File: src/rtl/rn_admit_pkg.sv
package rn_admit_pkg;
  typedef enum logic [1:0] {
    CAUSE_NONE = 2'd0,
    CAUSE_ROB  = 2'd1,
    CAUSE_IQ   = 2'd2,
    CAUSE_LSQ  = 2'd3
  } cause_e;

  localparam int NUM_QUEUES = 3;
endpackage

File: src/rtl/rn_admit_credit.sv
// Holds one queue's last valid free report and turns it into usable space
// by charging in-flight instructions and crediting those just dispatched.
module rn_admit_credit #(
  parameter int CNT_W = 6,
  localparam int SW = CNT_W + 2
) (
  input  logic                 clk,
  input  logic                 rst_n,
  input  logic                 rpt_vld,
  input  logic [CNT_W-1:0]     rpt,
  input  logic [CNT_W-1:0]     drained,
  input  logic [CNT_W-1:0]     inflight,
  output logic signed [SW-1:0] eff
);
  logic [CNT_W-1:0] stored_q;

  always_ff @(posedge clk) begin
    if (!rst_n)       stored_q <= '0;
    else if (rpt_vld) stored_q <= rpt;
  end

  always_comb begin
    eff = $signed({2'b00, stored_q}) - $signed({2'b00, inflight})
        + $signed({2'b00, drained});
  end
endmodule

File: src/rtl/rn_admit_minsel.sv
// Picks the tightest queue; a later queue wins only if strictly smaller.
module rn_admit_minsel #(
  parameter int CNT_W = 6,
  localparam int SW = CNT_W + 2
) (
  input  logic signed [SW-1:0] eff_rob,
  input  logic signed [SW-1:0] eff_iq,
  input  logic signed [SW-1:0] eff_lsq,
  output logic signed [SW-1:0] min_eff,
  output rn_admit_pkg::cause_e src
);
  always_comb begin
    min_eff = eff_rob;
    src     = rn_admit_pkg::CAUSE_ROB;
    if (eff_iq < min_eff) begin
      min_eff = eff_iq;
      src     = rn_admit_pkg::CAUSE_IQ;
    end
    if (eff_lsq < min_eff) begin
      min_eff = eff_lsq;
      src     = rn_admit_pkg::CAUSE_LSQ;
    end
  end
endmodule

File: src/rtl/rn_admit_scan.sv
// In-order slot walk: stops at the limit, a serialize mark, or a register shortage.
module rn_admit_scan #(
  parameter int WIDTH  = 4,
  parameter int DST_W  = 2,
  parameter int PREG_W = 7,
  localparam int AW = $clog2(WIDTH + 1)
) (
  input  logic [AW-1:0]          lim,
  input  logic [WIDTH*DST_W-1:0] dst,
  input  logic [WIDTH-1:0]       sb_mark,
  input  logic [PREG_W-1:0]      preg_free,
  output logic [AW-1:0]          cnt,
  output logic                   sb_hit
);
  logic go;
  int   cum;

  always_comb begin
    go     = 1'b1;
    cum    = 0;
    cnt    = '0;
    sb_hit = 1'b0;
    for (int i = 0; i < WIDTH; i++) begin
      if (go && (i < int'(lim))) begin
        if (sb_mark[i]) begin
          sb_hit = 1'b1;
          go     = 1'b0;
        end else if (cum + int'(dst[i*DST_W +: DST_W]) > int'(preg_free)) begin
          go = 1'b0;
        end else begin
          cum = cum + int'(dst[i*DST_W +: DST_W]);
          cnt = cnt + AW'(1);
        end
      end
    end
  end
endmodule

File: src/rtl/rn_admit.sv
module rn_admit #(
  parameter int WIDTH  = 4,
  parameter int CNT_W  = 6,
  parameter int DST_W  = 2,
  parameter int PREG_W = 7,
  localparam int AW = $clog2(WIDTH + 1),
  localparam int SW = CNT_W + 2
) (
  input  logic                   clk,
  input  logic                   rst_n,
  input  logic                   rob_rpt_vld,
  input  logic [CNT_W-1:0]       rob_rpt,
  input  logic                   iq_rpt_vld,
  input  logic [CNT_W-1:0]       iq_rpt,
  input  logic                   lsq_rpt_vld,
  input  logic [CNT_W-1:0]       lsq_rpt,
  input  logic [CNT_W-1:0]       disp_last,
  input  logic [CNT_W-1:0]       lsq_disp_last,
  input  logic [CNT_W-1:0]       avail,
  input  logic [WIDTH*DST_W-1:0] slot_dst,
  input  logic [WIDTH-1:0]       slot_sb,
  input  logic [WIDTH-1:0]       slot_sa,
  input  logic [PREG_W-1:0]      preg_free,
  input  logic                   rob_empty,
  output logic [AW-1:0]          admit,
  output logic                   block_req,
  output logic                   ser_stall,
  output logic [1:0]             cause,
  output logic                   inflight_uflow
);
  import rn_admit_pkg::*;

  localparam int NQ = NUM_QUEUES;
  localparam int CNT_MAX = (1 << CNT_W) - 1;

  logic [CNT_W-1:0] inflight_q;
  logic             stall_q;
  logic             pend_q;

  // Per-queue credit units: 0 reorder buffer, 1 issue queue, 2 load/store queue
  logic                 rpt_vld_a [NQ];
  logic [CNT_W-1:0]     rpt_a     [NQ];
  logic [CNT_W-1:0]     drain_a   [NQ];
  logic signed [SW-1:0] eff_a     [NQ];

  always_comb begin
    rpt_vld_a[0] = rob_rpt_vld;  rpt_a[0] = rob_rpt;  drain_a[0] = disp_last;
    rpt_vld_a[1] = iq_rpt_vld;   rpt_a[1] = iq_rpt;   drain_a[1] = disp_last;
    rpt_vld_a[2] = lsq_rpt_vld;  rpt_a[2] = lsq_rpt;  drain_a[2] = lsq_disp_last;
  end

  for (genvar q = 0; q < NQ; q++) begin : g_credit
    rn_admit_credit #(.CNT_W(CNT_W)) u_credit (
      .clk      (clk),
      .rst_n    (rst_n),
      .rpt_vld  (rpt_vld_a[q]),
      .rpt      (rpt_a[q]),
      .drained  (drain_a[q]),
      .inflight (inflight_q),
      .eff      (eff_a[q])
    );
  end

  logic signed [SW-1:0] min_eff;
  cause_e               min_src;

  rn_admit_minsel #(.CNT_W(CNT_W)) u_minsel (
    .eff_rob (eff_a[0]),
    .eff_iq  (eff_a[1]),
    .eff_lsq (eff_a[2]),
    .min_eff (min_eff),
    .src     (min_src)
  );

  // Serialize state
  logic exit_ok, hold, bypass;
  always_comb begin
    exit_ok = rob_empty && (inflight_q == '0);
    hold    = stall_q && !exit_ok;
    bypass  = stall_q && exit_ok;
  end

  logic [WIDTH-1:0] sb_mark;
  always_comb begin
    sb_mark[0] = (slot_sb[0] || (pend_q && !exit_ok)) && !bypass;
  end
  for (genvar s = 1; s < WIDTH; s++) begin : g_mark
    always_comb sb_mark[s] = slot_sb[s] || slot_sa[s-1];
  end

  // Admission limit
  int          lim_i;
  logic [AW-1:0] lim;
  always_comb begin
    lim_i = (min_eff <= 0) ? 0 : int'(min_eff);
    if (int'(avail) < lim_i) lim_i = int'(avail);
    if (WIDTH < lim_i)       lim_i = WIDTH;
    if (hold)                lim_i = 0;
    lim = AW'(lim_i);
  end

  logic [AW-1:0] cnt;
  logic          sb_hit;

  rn_admit_scan #(.WIDTH(WIDTH), .DST_W(DST_W), .PREG_W(PREG_W)) u_scan (
    .lim       (lim),
    .dst       (slot_dst),
    .sb_mark   (sb_mark),
    .preg_free (preg_free),
    .cnt       (cnt),
    .sb_hit    (sb_hit)
  );

  always_comb begin
    admit     = cnt;
    block_req = hold || (int'(cnt) < int'(avail));
    ser_stall = hold || sb_hit;
    if (!hold && (avail != '0) && (int'(min_eff) < int'(avail))) cause = min_src;
    else                                                         cause = CAUSE_NONE;
  end

  // Pending serialize mark
  logic last_sa, pend_d;
  always_comb begin
    last_sa = 1'b0;
    for (int i = 0; i < WIDTH; i++) begin
      if (int'(cnt) == i + 1) last_sa = slot_sa[i];
    end
    pend_d = (last_sa && !sb_hit) || (pend_q && !exit_ok && (lim_i == 0));
  end

  // In-flight count
  int               nx_i;
  logic [CNT_W-1:0] inflight_d;
  always_comb begin
    nx_i           = int'(inflight_q) + int'(cnt) - int'(disp_last);
    inflight_uflow = (nx_i < 0);
    if (nx_i < 0)            inflight_d = '0;
    else if (nx_i > CNT_MAX) inflight_d = CNT_W'(CNT_MAX);
    else                     inflight_d = CNT_W'(nx_i);
  end

  always_ff @(posedge clk) begin
    if (!rst_n) begin
      inflight_q <= '0;
      stall_q    <= 1'b0;
      pend_q     <= 1'b0;
    end else begin
      inflight_q <= inflight_d;
      stall_q    <= ser_stall;
      pend_q     <= pend_d;
    end
  end
endmodule

File: config.mk
export PLATFORM = sky130hd
export DESIGN_NAME = rn_admit
export DESIGN_NICKNAME = d
export VERILOG_FILES = /design/src/rtl/rn_admit_pkg.sv /design/src/rtl/rn_admit_credit.sv /design/src/rtl/rn_admit_minsel.sv /design/src/rtl/rn_admit_scan.sv /design/src/rtl/rn_admit.sv
export SDC_FILE = /design/constraint.sdc
export NUM_CORES = 1
export LEC_CHECK = 0
export ABC_AREA = 0
export BUFFER_PORTS_ARGS = -buffer_cell sky130_fd_sc_hd__buf_2
export CORE_MARGIN = 3
export CORE_UTILIZATION = 50
export CTS_BUF_LIST = sky130_fd_sc_hd__clkbuf_16
export DETAILED_ROUTE_END_ITERATION = 10
export PLACE_DENSITY = 0.71
export SKIP_LAST_GASP = 1
export SLEW_MARGIN = 30
export SYNTH_ARGS = -nofsm -noshare
export SYNTH_HDL_FRONTEND = slang
export SYNTH_SLANG_ARGS = --single-unit
File: constraint.sdc
create_clock -name clk -period 41.9 [get_ports clk]
set_clock_uncertainty 0.15 [all_clocks]
set_input_delay 8.38 -clock clk [delete_from_list [all_inputs] [get_ports clk]]
set_output_delay 8.38 -clock clk [all_outputs]
set_load 0.02 [all_outputs]
==> flow_metrics.tcl, run 1 <==
set metrics [dict create \
    grt_overflow_total 0 \
    placed_inst_area_um2 5692 \
    timing.slew.headroom_pct 53.90 \
    proportion_of_netlist_area_held_by_the_largest_area_contributor_pct 22.84 \
    io_buffer_count 72 \
    hold_buffers 0 \
    endpoint_kind "primary output" \
    number_of_instances_in_the_synthesized_netlist 662 \
    post-route-drc-count 0 \
    rsz0062_at_grt "no" \
    synth_sequential_area_ratio_pct 10.00 \
    timing_max_transition_violations_final 0 \
    insertedDiodeCount 0 \
    routed_via_density 5.760 \
    postCtsSetupRepairBufs 0 \
    hpwl_um 11880 \
    initial_antenna_violation_count 0 \
    postSynthRegisterBits 26 \
    yosys_most_used_dff "dfxtp_1" \
    synthMostInstantiatedCell "ha_1" \
    worst_hold_path_type "reg -> reg" \
    share_of_post_route_cells_with_drive_strength_above_1_pct 14.86 \
    core_region_area_um2 9955 \
    timing_worst_slew_pin_value_ns 0.6892 \
    timing.setup.critical_path_class "in -> out" \
    avgRoutedWirePerCell_um 15.83 \
    post-route-min-period_ns 35.05 \
    min_period_over_period_pct 83.65 \
    synthArstFlopShare_pct 0 \
    cts_buffers 3 \
    outcome "completed" \
    num_rows 36 \
    mappedNetlistArea_um2 5205 \
    yosysTopAreaCell "ha_1" \
    grt_start_max_net_pins 22 \
    global_route_wire_length_before_repair_um 22870 \
    postSynthNetCount 835 \
    setup.worst_path.start "disp_last[0]" \
    detail-route-antenna-nets 0 \
    rd_place_congestion 1.012 \
    synth_area_leaders "ha_1, dfxtp_1, a21oi_1, inv_1, fa_1" \
    critical_path.reg2reg.startpoint "inflight_q[1]" \
    totalWireLength_um 13620 \
    layout-area-overhead-vs-synth_pct 11.37 \
    die_area_um2 11670 \
    io-pin-count 73 \
    route.vias.total 4954 \
    post_synth_most_frequent_cells "ha_1, inv_1, a21oi_1, nand2_1, o21ai_0" \
    cts_tree "yes" \
    hold_violations 0 \
    setup.worst_path.start_class "input pin" \
    final.setup.tns_ns 0 \
    cp_max_fo 17 \
    root_buffer "clkbuf_16" \
    overall_die_height_um 108.0 \
    timing.critical_path.arrival_ns 26.52 \
    peak_clock_frequency_supported_by_timing_ghz 0.02853 \
    post_cts_resize_count 0 \
    die_width_um 108.0 \
    initial_core_utilization_pct 52.29 \
    first_iter_violations 249 \
    count_of_synthesis_stage_warnings_from_yosys 0 \
    critical_path.most_common_cell "ha_1" \
    min-delay-start "g_credit[0].u_credit.stored_q[5]" \
    delay_contributed_by_the_slowest_stage_of_the_critical_path_ns 0.55 \
    first_global_vias 4859 \
    worst_skew_pair.late_latency_ns 0.26 \
    synth_area_per_cell_um2 7.863 \
    critPathSlowestCell "fa_1" \
    drt_first_pass_iters 5 \
    finish.instance_area_um2 5797 \
    synth_enable_flop_cells 0 \
    ctsHtreeMaxLevel 1 \
    cap_violations 0 \
    clock_pin_slew_reported_for_the_worst_setup_and_hold_paths_after_clock_tree_synthesis_ns 0.07 \
    worstPathRequired_ns 33.37 \
    finalSetupViolCount 0 \
    post-place-cells 856 \
    nNetsFinal 901 \
    max-clock-path-buffers 2 \
    cts_sinks 26 \
    instances_no_fill 860 \
    netlist-cell-type-count 73 \
    grt_use_total_pct 23.66 \
]
cell usage in the layout (no fill, tap or decap), types with 7 or more instances in the layout:
master | netlist | routed
o21ai_0 | 33 | 33
o21a_1 | 9 | 9
nor3_1 | 10 | 10
dfxtp_1 | 26 | 26
xor2_1 | 13 | 13
nor2_1 | 29 | 29
a21o_1 | 18 | 18
fa_1 | 13 | 13
nand4_1 | 8 | 8
nand2b_1 | 13 | 13
a211oi_1 | 8 | 8
nor2b_1 | 30 | 30
nand2_1 | 43 | 43
mux2i_1 | 20 | 20
a31oi_1 | 7 | 7
buf_2 | 2 | 72
nand3_1 | 11 | 11
ha_1 | 95 | 95
xnor2_1 | 20 | 20
inv_1 | 76 | 76
a21oi_1 | 57 | 57
per-stage QoR:
stage | util, % | setup slack (ns) | hold slack (ns)
finish | 58.23 | 6.849 | 0.3769
detailed placement | 57.18 | 7.210 | 0.3624
CTS | 58.23 | 7.164 | 0.3799
global route | 58.23 | 5.452 | 0.3998
global placement | 57.18 | 7.774 | 0.3511
floorplan | - | 9.066 | 0.3326
per-layer routing:
| metal | GRT usage, % | routed length [µm] |
|---|---|---|
| met5 | 0 | 0 |
| met4 | 3.607 | 161 |
| met3 | 2.209 | 718 |
| met2 | 40.59 | 6356 |
| met1 | 32.90 | 6380 |
logic make-up (layout without fill, tap and decap cells):
family          Yosys count  count (layout)  share of synthesized area, %
flops                    26              26                         10.00
xor+xnor                 35              35                         6.178
fa+ha+maj               109             109                         28.05
mux                      23              23                         4.495
simple gates            187             187                         19.33
compound gates          193             193                         25.48
buf+inv                  89             154                         6.466
registers in the layout (all words and copies together) (netlist names):
| register | flops |
|---|---|
| g_credit.u_credit.stored_q | 18 |
| inflight_q | 6 |
| pend_q | 1 |
| stall_q | 1 |
critical path: cells and delay by family:
family	cells	cell delay (ns)
mux	1	0.39
xor+xnor	3	0.50
buf+inv	9	0.90
compound gates	36	7.95
fa+ha+maj	15	4.72
simple gates	18	3.66
cell type report:
| cell class | count | area (µm²) |
|---|---|---|
| clock inverters | 1 | 30.03 |
| multi-input cells | 547 | 4348 |
| repair buffers | 73 | 367.9 |
| clock buffers | 3 | 75.07 |
| flip-flops and latches | 26 | 520.5 |
| fillers | 907 | 4158 |
| inverters | 77 | 289.0 |
| well taps | 133 | 166.4 |
path summary, 6_finish.rpt:
| kind | to | slack (ns) | cells after the start |
|---|---|---|---|
| worst max-delay path | inflight_uflow | 6.85 | 82 |
| worst min-delay path | g_credit[0].u_credit.stored_q[5] | 0.38 | 2 |
| worst max register to register | inflight_q[2] | 21.86 | 88 |
| worst min register to register | g_credit[0].u_credit.stored_q[5] | 0.38 | 2 |
Power of run 1 is not shown: default switching activity piles up to over one toggle a cycle in this logic, so the estimate is an artifact.
==> run 2: changes to the inputs <==
Clock period 41.9 ns to 32.3 ns, I/O delays scaled along.
==> flow_metrics.tcl, run 2 (synthesis results as in run 1) <==
set metrics [dict create \
    post-route-min-period_ns 30.96 \
    layout_commonest_cell "ha_1" \
    insertedDiodeCount 0 \
    grt_use_total_pct 23.84 \
    num_rows 36 \
    global_route_wire_length_before_repair_um 22890 \
    flip_flop_count_of_the_largest_register_all_copies_and_words_added 18 \
    timing.critical_path.arrival_ns 24.35 \
    first_iter_violations 333 \
    initial_core_utilization_pct 52.29 \
    io_buffer_count 72 \
    setup.worst_path.start_class "input pin" \
    die_area_um2 11670 \
    overall_die_height_um 108.0 \
    critPathSlowestCell "fa_1" \
    worstPathRequired_ns 25.69 \
    hold_violations 0 \
    critical_path.most_common_cell "ha_1" \
    rsz0062_at_grt "no" \
    root_buffer "clkbuf_16" \
    timing_worst_slew_pin_value_ns 0.8094 \
    cts_buffers 3 \
    io-pin-count 73 \
    totalWireLength_um 13820 \
    cts_sinks 26 \
    worst_skew_pair.late_latency_ns 0.26 \
    die_width_um 108.0 \
    peak_clock_frequency_supported_by_timing_ghz 0.03230 \
    fillerInstances 936 \
    worst_hold_path_type "reg -> reg" \
    multi_input_area_um2 4362 \
    post-route-drc-count 0 \
    hold_buffers 0 \
    drt_first_pass_iters 5 \
    rd_place_congestion 1.028 \
    delay_contributed_by_the_slowest_stage_of_the_critical_path_ns 0.56 \
    initial_antenna_violation_count 0 \
    detail-route-antenna-nets 0 \
    finalSetupViolCount 0 \
    first_global_vias 4826 \
    grt_overflow_total 0 \
    most-common-layout-cells "ha_1, inv_1, buf_2, a21oi_1, nand2_1" \
    timing.critical_path.buf_inv 8 \
    endpoint_kind "primary output" \
    timing.critical_path.max_delay_family "compound AO/OA/AOI/OAI gates" \
    timing.slew.headroom_pct 44.64 \
    outcome "completed" \
    max-clock-path-buffers 2 \
    cap_violations 0 \
    share_of_post_route_cells_with_drive_strength_above_1_pct 15.27 \
    route.vias.total 4980 \
    min_period_over_period_pct 95.86 \
    avgRoutedWirePerCell_um 16.07 \
    cp_max_fo 17 \
    area.sequential_um2 520.5 \
    hpwl_um 11980 \
    clock_pin_slew_reported_for_the_worst_setup_and_hold_paths_after_clock_tree_synthesis_ns 0.07 \
    nNetsFinal 901 \
    layout-area-overhead-vs-synth_pct 11.63 \
    largest_register "g_credit.u_credit.stored_q" \
    grt_start_max_net_pins 22 \
    cts_tree "yes" \
    reg_top3 "g_credit.u_credit.stored_q: 18 flops, inflight_q: 6 flops" \
    core_region_area_um2 9955 \
    final.setup.tns_ns 0 \
    timing.setup.critical_path_class "in -> out" \
    ctsHtreeMaxLevel 1 \
    routed_via_density 5.791 \
    timing_max_transition_violations_final 0 \
]
run 2: changes by cell type in the layout (fill, tap and decap cells not counted):
cell      previous run  this run
a211oi_1             8         7
a211oi_2             2         3
a21oi_1             57        56
a21oi_2              1         2
o31ai_1              3         2
o31ai_2              0         1
run 2: worst register-to-register path: cells and delay by family, from the launching register on:
family                   cells  cell delay (ns)
flip-flops                   1             0.58
adder cells (fa/ha/maj)     15             4.87
multiplexers                 2             0.78
AND/OR/NAND/NOR             20             3.62
buffers and inverters        8             0.80
XOR/XNOR                     5             1.03
AO/OA/AOI/OAI               34             7.78
run 2: stage by stage:
stage	worst slack, ns	utilization [%]	std cells	instance area (µm²)	hold slack (ns)
after global routing	0.02584	58.37	860	5811	0.4116
after CTS	1.288	58.23	860	5797	0.3734
final	1.336	58.37	860	5811	0.3697
after detailed placement	1.386	57.18	856	5692	0.3522
after floorplan	3.306	-	662	5205	0.3326
after global placement	1.984	57.18	856	5692	0.3516
run 2: per-layer routing:
layer  up-vias  part of all wire, %  track usage (%)
li1       2516                    -                -
met3         8                  5.0            1.433
met2       134                   47            42.14
met1      2322                   48            33.32
met5         -                    0                0
met4         0                 0.50            1.803
run 2: worst paths after layout:
path | end | slack (ns) | start | cells after the start
worst max-delay path | inflight_uflow | 1.34 | disp_last[0] | 78
worst min-delay path | g_credit[0].u_credit.stored_q[0] | 0.37 | g_credit[0].u_credit.stored_q[0] | 2
worst max register to register | inflight_q[2] | 12.54 | inflight_q[1] | 84
worst min register to register | g_credit[0].u_credit.stored_q[0] | 0.37 | g_credit[0].u_credit.stored_q[0] | 2
run 2: timing repair:
item / in CTS / in global routing
setup buffers: 0 / 0
setup endpoints to repair: 0 / 1
gates resized for setup: 0 / 3
run 2: final cells by class:
class	instances	share of cell area, %
tap	133	2.864
clock inverter	1	0.5168
sequential	26	8.958
timing repair buffer	73	6.331
inverter	77	4.974
multi-input combinational	547	75.06
clock buffer	3	1.292
Power of run 2 is left out for the same reason.
==> run 3: changes to the inputs <==
Settings changed: PLACE_DENSITY 0.71 to unset, PLACE_DENSITY_LB_ADDON set to 0.25.
==> flow_metrics.tcl, run 3 (synthesis results as in run 1) <==
set metrics [dict create \
    outcome "completed" \
    post-route-drc-count 0 \
    io-pin-count 73 \
    first_global_vias 4962 \
    timing_max_transition_violations_final 0 \
    timing_worst_slew_pin_value_ns 0.7005 \
    global_route_wire_length_before_repair_um 23290 \
    grt_overflow_total 0 \
    layout-area-overhead-vs-synth_pct 12.02 \
    fillerInstances 953 \
    finalSetupViolCount 0 \
    post_cts_resize_count 0 \
    first_iter_violations 322 \
    critical_path.most_common_cell "ha_1" \
    final.setup.tns_ns 0 \
    overall_die_height_um 108.0 \
    ctsHtreeMaxLevel 1 \
    grt_start_max_net_pins 22 \
    cts_tree "yes" \
    timing.critical_path.buf_inv 10 \
    worstPathRequired_ns 25.69 \
    cts_buffers 3 \
    post-route-min-period_ns 30.70 \
    route.vias.total 5037 \
    cap_violations 0 \
    max-clock-path-buffers 2 \
    instances_no_fill 860 \
    flip_flop_count_of_the_largest_register_all_copies_and_words_added 18 \
    min_period_over_period_pct 95.04 \
    totalWireLength_um 13870 \
    largest_register "g_credit.u_credit.stored_q" \
    timing.critical_path.arrival_ns 24.09 \
    clock_pin_slew_reported_for_the_worst_setup_and_hold_paths_after_clock_tree_synthesis_ns 0.07 \
    most-common-layout-cells "ha_1, inv_1, buf_2, a21oi_1, nand2_1" \
    hpwl_um 11890 \
    peak_clock_frequency_supported_by_timing_ghz 0.03257 \
    nNetsFinal 901 \
    hold_violations 0 \
    cp_max_fo 17 \
    hold_buffers 0 \
    delay_contributed_by_the_slowest_stage_of_the_critical_path_ns 0.54 \
    post-place-cells 856 \
    worst_hold_path_type "reg -> reg" \
    detail-route-antenna-nets 0 \
    share_of_post_route_cells_with_drive_strength_above_1_pct 15.68 \
    cts_sinks 26 \
    postCtsSetupRepairBufs 0 \
    setup.worst_path.start_class "input pin" \
    avgRoutedWirePerCell_um 16.12 \
    core_region_area_um2 9955 \
    rsz0062_at_grt "no" \
    insertedDiodeCount 0 \
    num_rows 36 \
    rd_place_congestion 0.9337 \
    die_width_um 108.0 \
    reg_top3 "g_credit.u_credit.stored_q: 18 flops, inflight_q: 6 flops" \
    initial_antenna_violation_count 0 \
    worst_skew_pair.late_latency_ns 0.27 \
    grt_use_total_pct 24.14 \
    layout_commonest_cell "ha_1" \
    drt_first_pass_iters 5 \
    io_buffer_count 72 \
    die_area_um2 11670 \
    timing.critical_path.max_delay_family "compound AO/OA/AOI/OAI gates" \
    timing.slew.headroom_pct 52.64 \
    initial_core_utilization_pct 52.29 \
    endpoint_kind "primary output" \
    critPathSlowestCell "fa_1" \
    root_buffer "clkbuf_16" \
    routed_via_density 5.857 \
    timing.setup.critical_path_class "in -> out" \
]
run 3: cell counts in the layout (fill, tap and decap cells not counted):
Identical to the previous run, type by type.
run 3: worst min-delay path, stage by stage (launching register included):
cell     delay [ns]
dfxtp_1        0.33
mux2i_1        0.07
nor2b_1        0.09
run 3: layer usage:
layer  track usage [%]  wire [µm]  up-vias
li1                  -          -     2516
met1             32.90       6386     2356
met4             4.418        175        0
met2             42.18       6657      148
met5                 0          0        -
met3             1.791        647       17
run 3: worst paths after layout:
check                                    from                          endpoint  slack [ns]  cells after the start
min          g_credit[0].u_credit.stored_q[0]  g_credit[0].u_credit.stored_q[0]        0.38                      2
max reg2reg                     inflight_q[1]                     inflight_q[5]       12.76                     86
max                              disp_last[0]                    inflight_uflow        1.60                     81
min reg2reg  g_credit[0].u_credit.stored_q[0]  g_credit[0].u_credit.stored_q[0]        0.38                      2
run 3: final cells by class:
cell class | instances | area [µm²] | share of cell area, %
multi-input combinational | 547 | 4382 | 75.15
inverter | 77 | 289.0 | 4.957
clock buffer | 3 | 75.07 | 1.288
clock inverter | 1 | 30.03 | 0.5150
sequential | 26 | 520.5 | 8.927
timing repair buffer | 73 | 367.9 | 6.309
tap | 133 | 166.4 | 2.854
run 3: per-stage QoR:
step	worst slack (ns)	hold slack, ns	area (µm²)	utilization, %
after floorplan	3.306	0.3326	5205	-
after global placement	1.644	0.3522	5692	57.18
after detailed placement	1.072	0.3669	5692	57.18
after CTS	1.054	0.3849	5797	58.23
after global routing	0.02148	0.3951	5831	58.57
final	1.601	0.3773	5831	58.57
Power of run 3 is left out for the same reason.
